--- config.mk ---
export PLATFORM = sky130hd
export DESIGN_NAME = tile_bg_gen
export DESIGN_NICKNAME = d
export VERILOG_FILES = /design/src/rtl/tbg_pkg.sv /design/src/rtl/tbg_fetch.sv /design/src/rtl/tbg_pixel.sv /design/src/rtl/tile_bg_gen.sv
export SDC_FILE = /design/constraint.sdc
export NUM_CORES = 1
export LEC_CHECK = 0
export BUFFER_PORTS_ARGS = -buffer_cell sky130_fd_sc_hd__buf_2
export CELL_PAD_IN_SITES_DETAIL_PLACEMENT = 0
export CELL_PAD_IN_SITES_GLOBAL_PLACEMENT = 2
export CORE_UTILIZATION = 29
export CTS_BUF_LIST = sky130_fd_sc_hd__clkbuf_8 sky130_fd_sc_hd__clkbuf_16
export CTS_CLUSTER_DIAMETER = 120
export DETAILED_ROUTE_END_ITERATION = 16
export PLACE_DENSITY_LB_ADDON = 0.1
export SLEW_MARGIN = 5
export SYNTH_ARGS = -nofsm -noshare
export SYNTH_HDL_FRONTEND = slang
export SYNTH_HIERARCHICAL = 1
export SYNTH_SLANG_ARGS = --single-unit
--- constraint.sdc ---
create_clock -name clk -period 1.6 [get_ports clk]
set_clock_uncertainty 0.2 [all_clocks]
set_input_delay 0.32 -clock clk [delete_from_list [all_inputs] [get_ports clk]]
set_output_delay 0.32 -clock clk [all_outputs]
set_load 0.02 [all_outputs]
--- src/rtl/tbg_pkg.sv ---
package tbg_pkg;

    typedef logic [3:0] colour_t;

    function automatic colour_t fg_nibble(input logic [7:0] reg_val);
        return reg_val[7:4];
    endfunction

    function automatic colour_t bg_nibble(input logic [7:0] reg_val);
        return reg_val[3:0];
    endfunction

endpackage

--- src/rtl/tbg_fetch.sv ---
module tbg_fetch #(
    parameter int COLS = 32,
    parameter int ROWS = 24,
    parameter int NBANKS = 3,
    parameter int XW = 8,
    parameter int YW = 8,
    parameter int DW = 8,
    parameter int AW = 14,
    parameter logic [AW-1:0] NAME_BASE = 14'h3800,
    parameter logic [AW-1:0] BANK_STRIDE = 14'h0800,
    parameter int STAGES = 4
) (
    input  logic          clk,
    input  logic          rst_n,
    input  logic [XW-1:0] pix_x,
    input  logic [YW-1:0] pix_y,
    input  logic [DW-1:0] mem_rdata,
    output logic [AW-1:0] mem_addr,
    output logic          mem_rd,
    output logic          name_rd,
    output logic          pat_rd,
    output logic          load
);

    localparam int CB = $clog2(DW);
    localparam int RW = YW - CB;
    localparam int CW = XW - CB;
    localparam int ROWS_PER_BANK = ROWS / NBANKS;
    localparam int BW = (NBANKS > 1) ? $clog2(NBANKS) : 1;
    localparam logic [AW-1:0] COLS_A = AW'(COLS);

    typedef struct packed {
        logic [STAGES-1:0] stg;
        logic [CB-1:0]     line;
        logic [BW-1:0]     bank;
        logic [AW-1:0]     addr;
    } fetch_t;

    fetch_t st_d, st_q;

    logic [RW-1:0] cell_row;
    logic [CW-1:0] cell_col;
    logic          start;

    always_comb begin
        cell_row = pix_y[YW-1:CB];
        cell_col = pix_x[XW-1:CB];
        // a pattern read in progress keeps the address register
        start    = (pix_x[CB-1:0] == '0) && (cell_row < RW'(ROWS)) && !st_q.stg[1];

        st_d     = st_q;
        st_d.stg = {st_q.stg[STAGES-2:0], start};
        if (st_q.stg[1]) begin
            st_d.addr = AW'(st_q.bank) * BANK_STRIDE + AW'({mem_rdata, st_q.line});
        end else if (start) begin
            st_d.line = pix_y[CB-1:0];
            st_d.bank = BW'(cell_row / RW'(ROWS_PER_BANK));
            st_d.addr = NAME_BASE + AW'(cell_row) * COLS_A + AW'(cell_col);
        end
    end

    always_ff @(posedge clk) begin
        if (!rst_n) begin
            st_q <= '0;
        end else begin
            st_q <= st_d;
        end
    end

    assign mem_addr = st_q.addr;
    assign name_rd  = st_q.stg[0];
    assign pat_rd   = st_q.stg[2];
    assign mem_rd   = st_q.stg[0] | st_q.stg[2];
    assign load     = st_q.stg[STAGES-1];

    // name fetches begin only on the first pixel of a cell
    a_r8_cell_start: assert property (@(posedge clk) disable iff (!rst_n)
        name_rd |-> ($past(pix_x[CB-1:0]) == '0));

endmodule

--- src/rtl/tbg_pixel.sv ---
module tbg_pixel
    import tbg_pkg::*;
#(
    parameter int DW = 8,
    parameter int ACT_D = 5
) (
    input  logic          clk,
    input  logic          rst_n,
    input  logic          load,
    input  logic [DW-1:0] pat_byte,
    input  logic          active,
    input  logic [7:0]    colour_reg,
    output colour_t       colour_idx
);

    typedef struct packed {
        logic [DW-1:0]    shift;
        logic [ACT_D-1:0] act;
        colour_t          col;
    } pix_t;

    pix_t px_d, px_q;

    always_comb begin
        px_d       = px_q;
        px_d.shift = load ? pat_byte : {px_q.shift[DW-2:0], 1'b0};
        px_d.act   = {px_q.act[ACT_D-2:0], active};
        if (px_q.act[ACT_D-1] && px_q.shift[DW-1]) begin
            px_d.col = fg_nibble(colour_reg);
        end else begin
            px_d.col = bg_nibble(colour_reg);
        end
    end

    always_ff @(posedge clk) begin
        if (!rst_n) begin
            px_q <= '0;
        end else begin
            px_q <= px_d;
        end
    end

    assign colour_idx = px_q.col;

    // blanked pixel shows the background nibble
    a_r7_blank_bg: assert property (@(posedge clk) disable iff (!rst_n)
        !px_q.act[ACT_D-1] |=> (colour_idx == $past(colour_reg[3:0])));

endmodule

--- src/rtl/tile_bg_gen.sv ---
module tile_bg_gen
    import tbg_pkg::*;
#(
    parameter int COLS = 32,
    parameter int ROWS = 24,
    parameter int NBANKS = 3,
    parameter int XW = 8,
    parameter int YW = 8,
    parameter int DW = 8,
    parameter int AW = 14,
    parameter logic [AW-1:0] NAME_BASE = 14'h3800,
    parameter logic [AW-1:0] BANK_STRIDE = 14'h0800
) (
    input  logic          clk,
    input  logic          rst_n,
    input  logic [XW-1:0] pix_x,
    input  logic [YW-1:0] pix_y,
    input  logic          active,
    input  logic [7:0]    colour_reg,
    input  logic [DW-1:0] mem_rdata,
    output logic [AW-1:0] mem_addr,
    output logic          mem_rd,
    output logic [3:0]    colour_idx
);

    localparam int CB = $clog2(DW);
    localparam int STAGES = 4;
    localparam int ACT_D = STAGES + 1;
    localparam int ROWS_PER_BANK = ROWS / NBANKS;
    localparam logic [AW-1:0] NAME_END = NAME_BASE + AW'(COLS * ROWS);

    logic name_rd;
    logic pat_rd;
    logic load;

    tbg_fetch #(
        .COLS(COLS), .ROWS(ROWS), .NBANKS(NBANKS), .XW(XW), .YW(YW), .DW(DW),
        .AW(AW), .NAME_BASE(NAME_BASE), .BANK_STRIDE(BANK_STRIDE), .STAGES(STAGES)
    ) u_fetch (
        .clk(clk), .rst_n(rst_n), .pix_x(pix_x), .pix_y(pix_y),
        .mem_rdata(mem_rdata), .mem_addr(mem_addr), .mem_rd(mem_rd),
        .name_rd(name_rd), .pat_rd(pat_rd), .load(load)
    );

    tbg_pixel #(
        .DW(DW), .ACT_D(ACT_D)
    ) u_pix (
        .clk(clk), .rst_n(rst_n), .load(load), .pat_byte(mem_rdata),
        .active(active), .colour_reg(colour_reg), .colour_idx(colour_idx)
    );

    // never more than one read kind per clock
    a_r9_one_read: assert property (@(posedge clk) disable iff (!rst_n)
        $onehot0({name_rd, pat_rd}));

    // name reads stay inside the name table
    a_r2_name_window: assert property (@(posedge clk) disable iff (!rst_n)
        name_rd |-> ((mem_addr >= NAME_BASE) && (mem_addr < NAME_END)));

    // bank of a pattern read follows the screen third of its line
    a_r3_bank_third: assert property (@(posedge clk) disable iff (!rst_n)
        pat_rd |-> ((mem_addr / BANK_STRIDE) ==
                    AW'((AW'($past(pix_y, 3)) >> CB) / AW'(ROWS_PER_BANK))));

    // row within the pattern follows the sampled line
    a_r4_pat_row: assert property (@(posedge clk) disable iff (!rst_n)
        pat_rd |-> (mem_addr[CB-1:0] == $past(pix_y[CB-1:0], 3)));

endmodule

==> metrics.txt, run 1 <==
FF-to-FF path depth=3; share of post-route cells with drive strength above 1=0.327; DR vias/cell=4.38; count of distinct cell types in the synthesized netlist=27; Final min period=roughly 1.5 ns; Post-CTS Setup Inserts=0; drt pass-1 iters=4; RR Startpoint=u_fetch/st_d[21]; max-cap violations=0; Critical Path Fanout Max=2; # H-tree levels=2; total power=about 0.0020 W; CTS clk-pin slew, worst paths=0.08 ns; IO Port Bufs=between 50 and 60; WP data required=1.08 ns; First DRT Iteration DRCs=48; pre-CTS setup slack=-0.0459 ns; DR DRC count=0; DR vias=about 1300; vias in the first global route=roughly 1300; RSZ-0062 raised after global routing=no; Ports=54; top cells by area, synth=dfxtp_1 (49%), buf_4 (9.6%), mux2i_1 (7.3%); Reg2Reg Setup Slack=0.24 ns; final period utilization=0.936; crit path kind=reg -> out; GR Util All Layers=0.128; Die Ht=approximately 77 um; post-DR wirelength/cell=roughly 12 um; Final Worst Setup Slack=~0.10 ns; Final GP Congestion=roughly 0.7; largest net degree at the start of global routing=33; Ys Warns=6; worst slew pin tran=approximately 0.42 ns; Die X=77.2 um; grt total ovfl=0; die area=slightly below 6000 um2; Synth Flop Type=dfxtp_1; outcome=finished, final reports clean; TritonCTS sink count=40; root buffer cell=clkbuf_8; clk_lat worst skew=between 0.2 and 0.3 ns; synthesized area per cell=9.20 um2; count leader, synth=dfxtp_1; n_diodes=0; Fmax achieved=approximately 670 MHz; CP Capture Type=output pin; Starting Density=0.311; Layout area overhead=20.5%; hold violation count in the final report=0; CTS tree=yes; CTS Buf Count=5; first-pass GRT wire length=about 6000 um; post-DP HPWL=around 2600 um; Slew Limit Fails=0; nets=roughly 250; Rows=26; Setup violations, final=0; Routed Antenna Nets=0; Hold Crit Class=in -> reg; initial antenna violation count=0; Arrival @ worst endpoint=0.98 ns; VDD IR-drop max=~460 uV; biggest area consumer among synthesized cells=dfxtp_1; Mapped Nets=roughly 210; ys async rst share=0; Post-synth top cells=dfxtp_1 (40), nand2_1 (24), buf_4 (21); worst setup path start=u_fetch/pat_rd; critical path capture point=mem_rd; pwr dens=roughly 1000 nW/um2; routed wire length=roughly 3500 um; Post-synth EDFFs=0; Slew headroom=0.723; Synth Register Bits=40; post-layout util=0.375; Worst setup SP type=register; Leak=between 0.8 and 0.9 nW; sequential share of the synthesized area=0.489; Setup TNS=0 ns; post-synthesis cell count=178; Cell Area, Synth=1640 um2; share of the synthesized area in the top cell type=0.489; Max Root-Sink Buffers=2; worst r2r dst=u_fetch/mem_addr[8]; Core Region=about 5300 um2
worst min path at each step:
stage,slack (ns),end,cells past startpoint,from
2_1_floorplan,0.21,u_pix/px_d[6],1,u_pix/px_d[5]
3_3_place_gp,0.21,u_pix/px_d[8],1,u_pix/px_d[7]
3_5_place_dp,0.22,u_pix/px_d[8],1,u_pix/px_d[7]
4_1_cts,0.03,u_pix/px_d[5],2,active
5_1_grt,0.04,u_pix/px_d[5],2,active
6_report,0.03,u_pix/px_d[5],2,active
cell type report:
class | count | area, um2
clock buffers | 5 | 68.8
repair buffers | 60 | 337
fillers | 598 | 3300
flip-flops and latches | 40 | 801
clock inverters | 3 | 38.8
inverters | 1 | 3.75
multi-input cells | 108 | 638
well taps | 70 | 87.6
per-stage QoR:
step                cell area (um2)  hold slack [ns]  cells
finish                         1970           0.0311    287
detailed placement             1860            0.219    279
floorplan                      1640            0.212    178
global placement               1860            0.215    279
CTS                            1970           0.0263    287
global route                   1970           0.0400    287
state kept, by name (all words and copies together), names as in the netlist:
name,count
u_pix/px_d,4
u_fetch/load,1
u_pix/px_q,9
u_fetch/pat_rd,1
u_fetch/st_q,5
u_fetch/st_d,1
u_fetch/name_rd,1
u_pix/colour_idx,4
u_fetch/mem_addr,14
report_power, final:
part,total (W),switching [W],internal (W)
logic,0.000193,0.000108,0.0000856
registers,0.00104,0.0000117,0.00102
clock network,0.000794,0.000338,0.000456
kinds of logic after synthesis:
group | Yosys count | share of synthesized area
multiplexers | 12 | 0.0733
AO/OA/AOI/OAI | 35 | 0.129
flip-flops | 40 | 0.489
buffers and inverters | 30 | 0.123
AND/OR/NAND/NOR | 61 | 0.186
repair_timing:
item	in CTS	in global routing
hold buffers	0	0
gates resized for setup	0	3
setup endpoints to repair	0	1
critical path: stages (launching register included):
cell     delay, ns
dfxtp_1       0.31
or2_4         0.25
buf_6         0.13
metal layers:
metal / up-vias / wire [um] / global-route usage
met1: 550 / 1660 / 0.162
met3: 7 / 264 / 0.0429
met4: 0 / 58 / 0.0566
met2: 41 / 1540 / 0.197
li1: 659 / - / -
met5: - / 0 / 0
placed cells by master, fill, tap and decap left out:
master      n
nand2_1    24
nor4_1      2
buf_4       6
buf_12      1
a21oi_1    16
inv_1       2
a2111o_1    1
o21ai_0    10
bufinv_16   1
nor2b_1     7
o21ai_1     4
and2_1      9
buf_6       1
nand3_1     3
nor2_4      1
clkbuf_8    5
and3_2      1
nor3_1      2
a21boi_0    1
nor2_1      7
or2_4       1
mux2i_1    12
o31ai_1     2
a2111oi_4   1
nand4_1     4
buf_2      52
clkinv_2    1
dfxtp_1    40
Power figures use the tool's default switching activity.
==> run 2, diff against run 1 <==
clock period = 1.4 ns   (was 1.6 ns; I/O delays follow)
==> run 2 against run 1 <==
Effect of this change:
- the run now ends with negative setup slack left
- clock-buffer cell count increased by 2
- non-clock buffer count grew 4
- total power up 20%
- worst setup slack got worse by 0.16 ns
- via count up 3.1%
- clock power up 27%
- routed wire length fell by 1.3%
- hold slack worse by 0.0019 ns
- first-iteration DRC count shrank 13%
- combinational power grew 18%
- flip-flop and latch count stayed put
- largest power group unchanged
- highest routed layer unchanged
==> metrics.txt, run 2 (synthesis results as in run 1) <==
outcome=finished with violations; failing checks=negative setup slack; Die Ht=~77 um; crit-path leading delay family=flip-flops; area of the multi-input gates=approximately 640 um2; DR vias/cell=between 4 and 5; # H-tree levels=2; Die X=around 77 um; post-DR wirelength/cell=11.9 um; Non-Filler Instances=291; Setup violations, final=1; RSZ-0062 raised after global routing=yes; hold violation count in the final report=0; met1 Use GR=0.154; Setup TNS=-0.0588 ns; first-pass GRT wire length=slightly below 6000 um; Critical Path Fanout Max=2; placed instance area=about 1900 um2; First DRT Iteration DRCs=42; DR vias=about 1300; crit path kind=reg -> out; commonest non-fill, non-tap cell in the layout=buf_2; CTS tree=yes; Final min period=1.46 ns; root buffer cell=clkbuf_8; Final Worst Setup Slack=-0.0588 ns; Fmax achieved=between 600 and 700 MHz; routed wire length=about 3500 um; Fill cells=roughly 590; Max Root-Sink Buffers=2; grt total ovfl=0; WP data required=approximately 0.9 ns; met2 track demand over resource=0.205; final period utilization=1.04; share of post-route cells with drive strength above 1=0.348; largest net degree at the start of global routing=33; initial antenna violation count=0; Sequential Area=about 800 um2; n_diodes=0; post-DP HPWL=about 2600 um; vias in the first global route=~1200; most frequent cells in the layout=buf_2 (52), dfxtp_1 (39), nand2_1 (24); Largest register FFs=14; pre-CTS setup slack=-0.227 ns; CP max-delay cell=dfxtp_2; CP bufs+invs=1; Slew headroom=0.727; Worst setup SP type=register; CP cell instances=or2_4 > buf_6; Starting Density=0.311; Leak=about 0.85 nW; IO Port Bufs=between 50 and 60; drt pass-1 iters=4; Layout area overhead=24.5%; clk_lat worst skew=0.29 ns; worst slew pin tran=0.408 ns; TritonCTS sink count=40; GR Util All Layers=0.126; Hold Crit Class=in -> reg; GR Layer Usage met3=0.0429; Rows=26; VDD IR-drop max=roughly 630 uV; Core Region=~5300 um2; Routed Antenna Nets=0; Arrival @ worst endpoint=just under 1 ns; Design Area, Final=a little over 2000 um2; Final GP Congestion=0.671; die area=slightly below 6000 um2; pwr dens=between 1000 and 1500 nW/um2; Ports=54; CTS clk-pin slew, worst paths=0.07 ns; most used routing layer in global routing=met2; Slew Limit Fails=0; CP Capture Type=output pin; max-cap violations=0; Inst Count DP=approximately 280; DR DRC count=0; nets=255; max incr delay on CP=approximately 0.32 ns; CTS Buf Count=5
[run 2: what timing repair did]
item	in CTS	in global routing
endpoints found under the setup margin	1	2
buffers inserted	0	1
hold buffers	1	0
gates resized for setup	3	2
hold endpoints to repair	1	0
[run 2: area by class of cell]
cell class	count	share of cell area
multi-input cells	108	0.313
well taps	70	0.0429
repair buffers	64	0.187
clock buffers	7	0.0472
flip-flops and latches	40	0.393
inverters	1	0.00184
clock inverters	1	0.0147
[run 2: metal layers]
metal	part of all wire	vias to the layer above
met5	0	-
met4	0.013	0
met3	0.066	6
met2	0.45	42
met1	0.47	583
li1	-	665
[run 2: metrics by stage]
stage / utilization / hold slack, ns / total power (W)
detailed placement: 0.358 / 0.217 / 0.00144
global route: 0.387 / 0.0246 / 0.00254
floorplan: - / 0.207 / 0.00135
global placement: 0.358 / 0.215 / 0.00143
CTS: 0.385 / 0.0169 / 0.00247
finish: 0.387 / 0.0293 / 0.00242
[run 2: where the power goes]
group	total, W	switching (W)	internal, W
Sequential	0.00118	0.0000133	0.00117
Combinational	0.000228	0.000124	0.000104
Clock	0.00101	0.000382	0.000629
[run 2: path summary, 6_finish.rpt]
path	cells past startpoint	slack (ns)	endpoint	start
worst max-delay path	2	-0.06	mem_rd	u_fetch/pat_rd
worst min-delay path	3	0.03	u_pix/colour_idx[3]	colour_reg[3]
worst max register to register	3	0.20	u_fetch/mem_addr[8]	u_fetch/st_d[21]
worst min register to register	1	0.23	u_pix/px_d[8]	u_pix/px_d[7]
[run 2: worst min-delay path: stages]
cell,delay (ns)
buf_2,0.09
nand2_1,0.05
o21ai_1,0.05
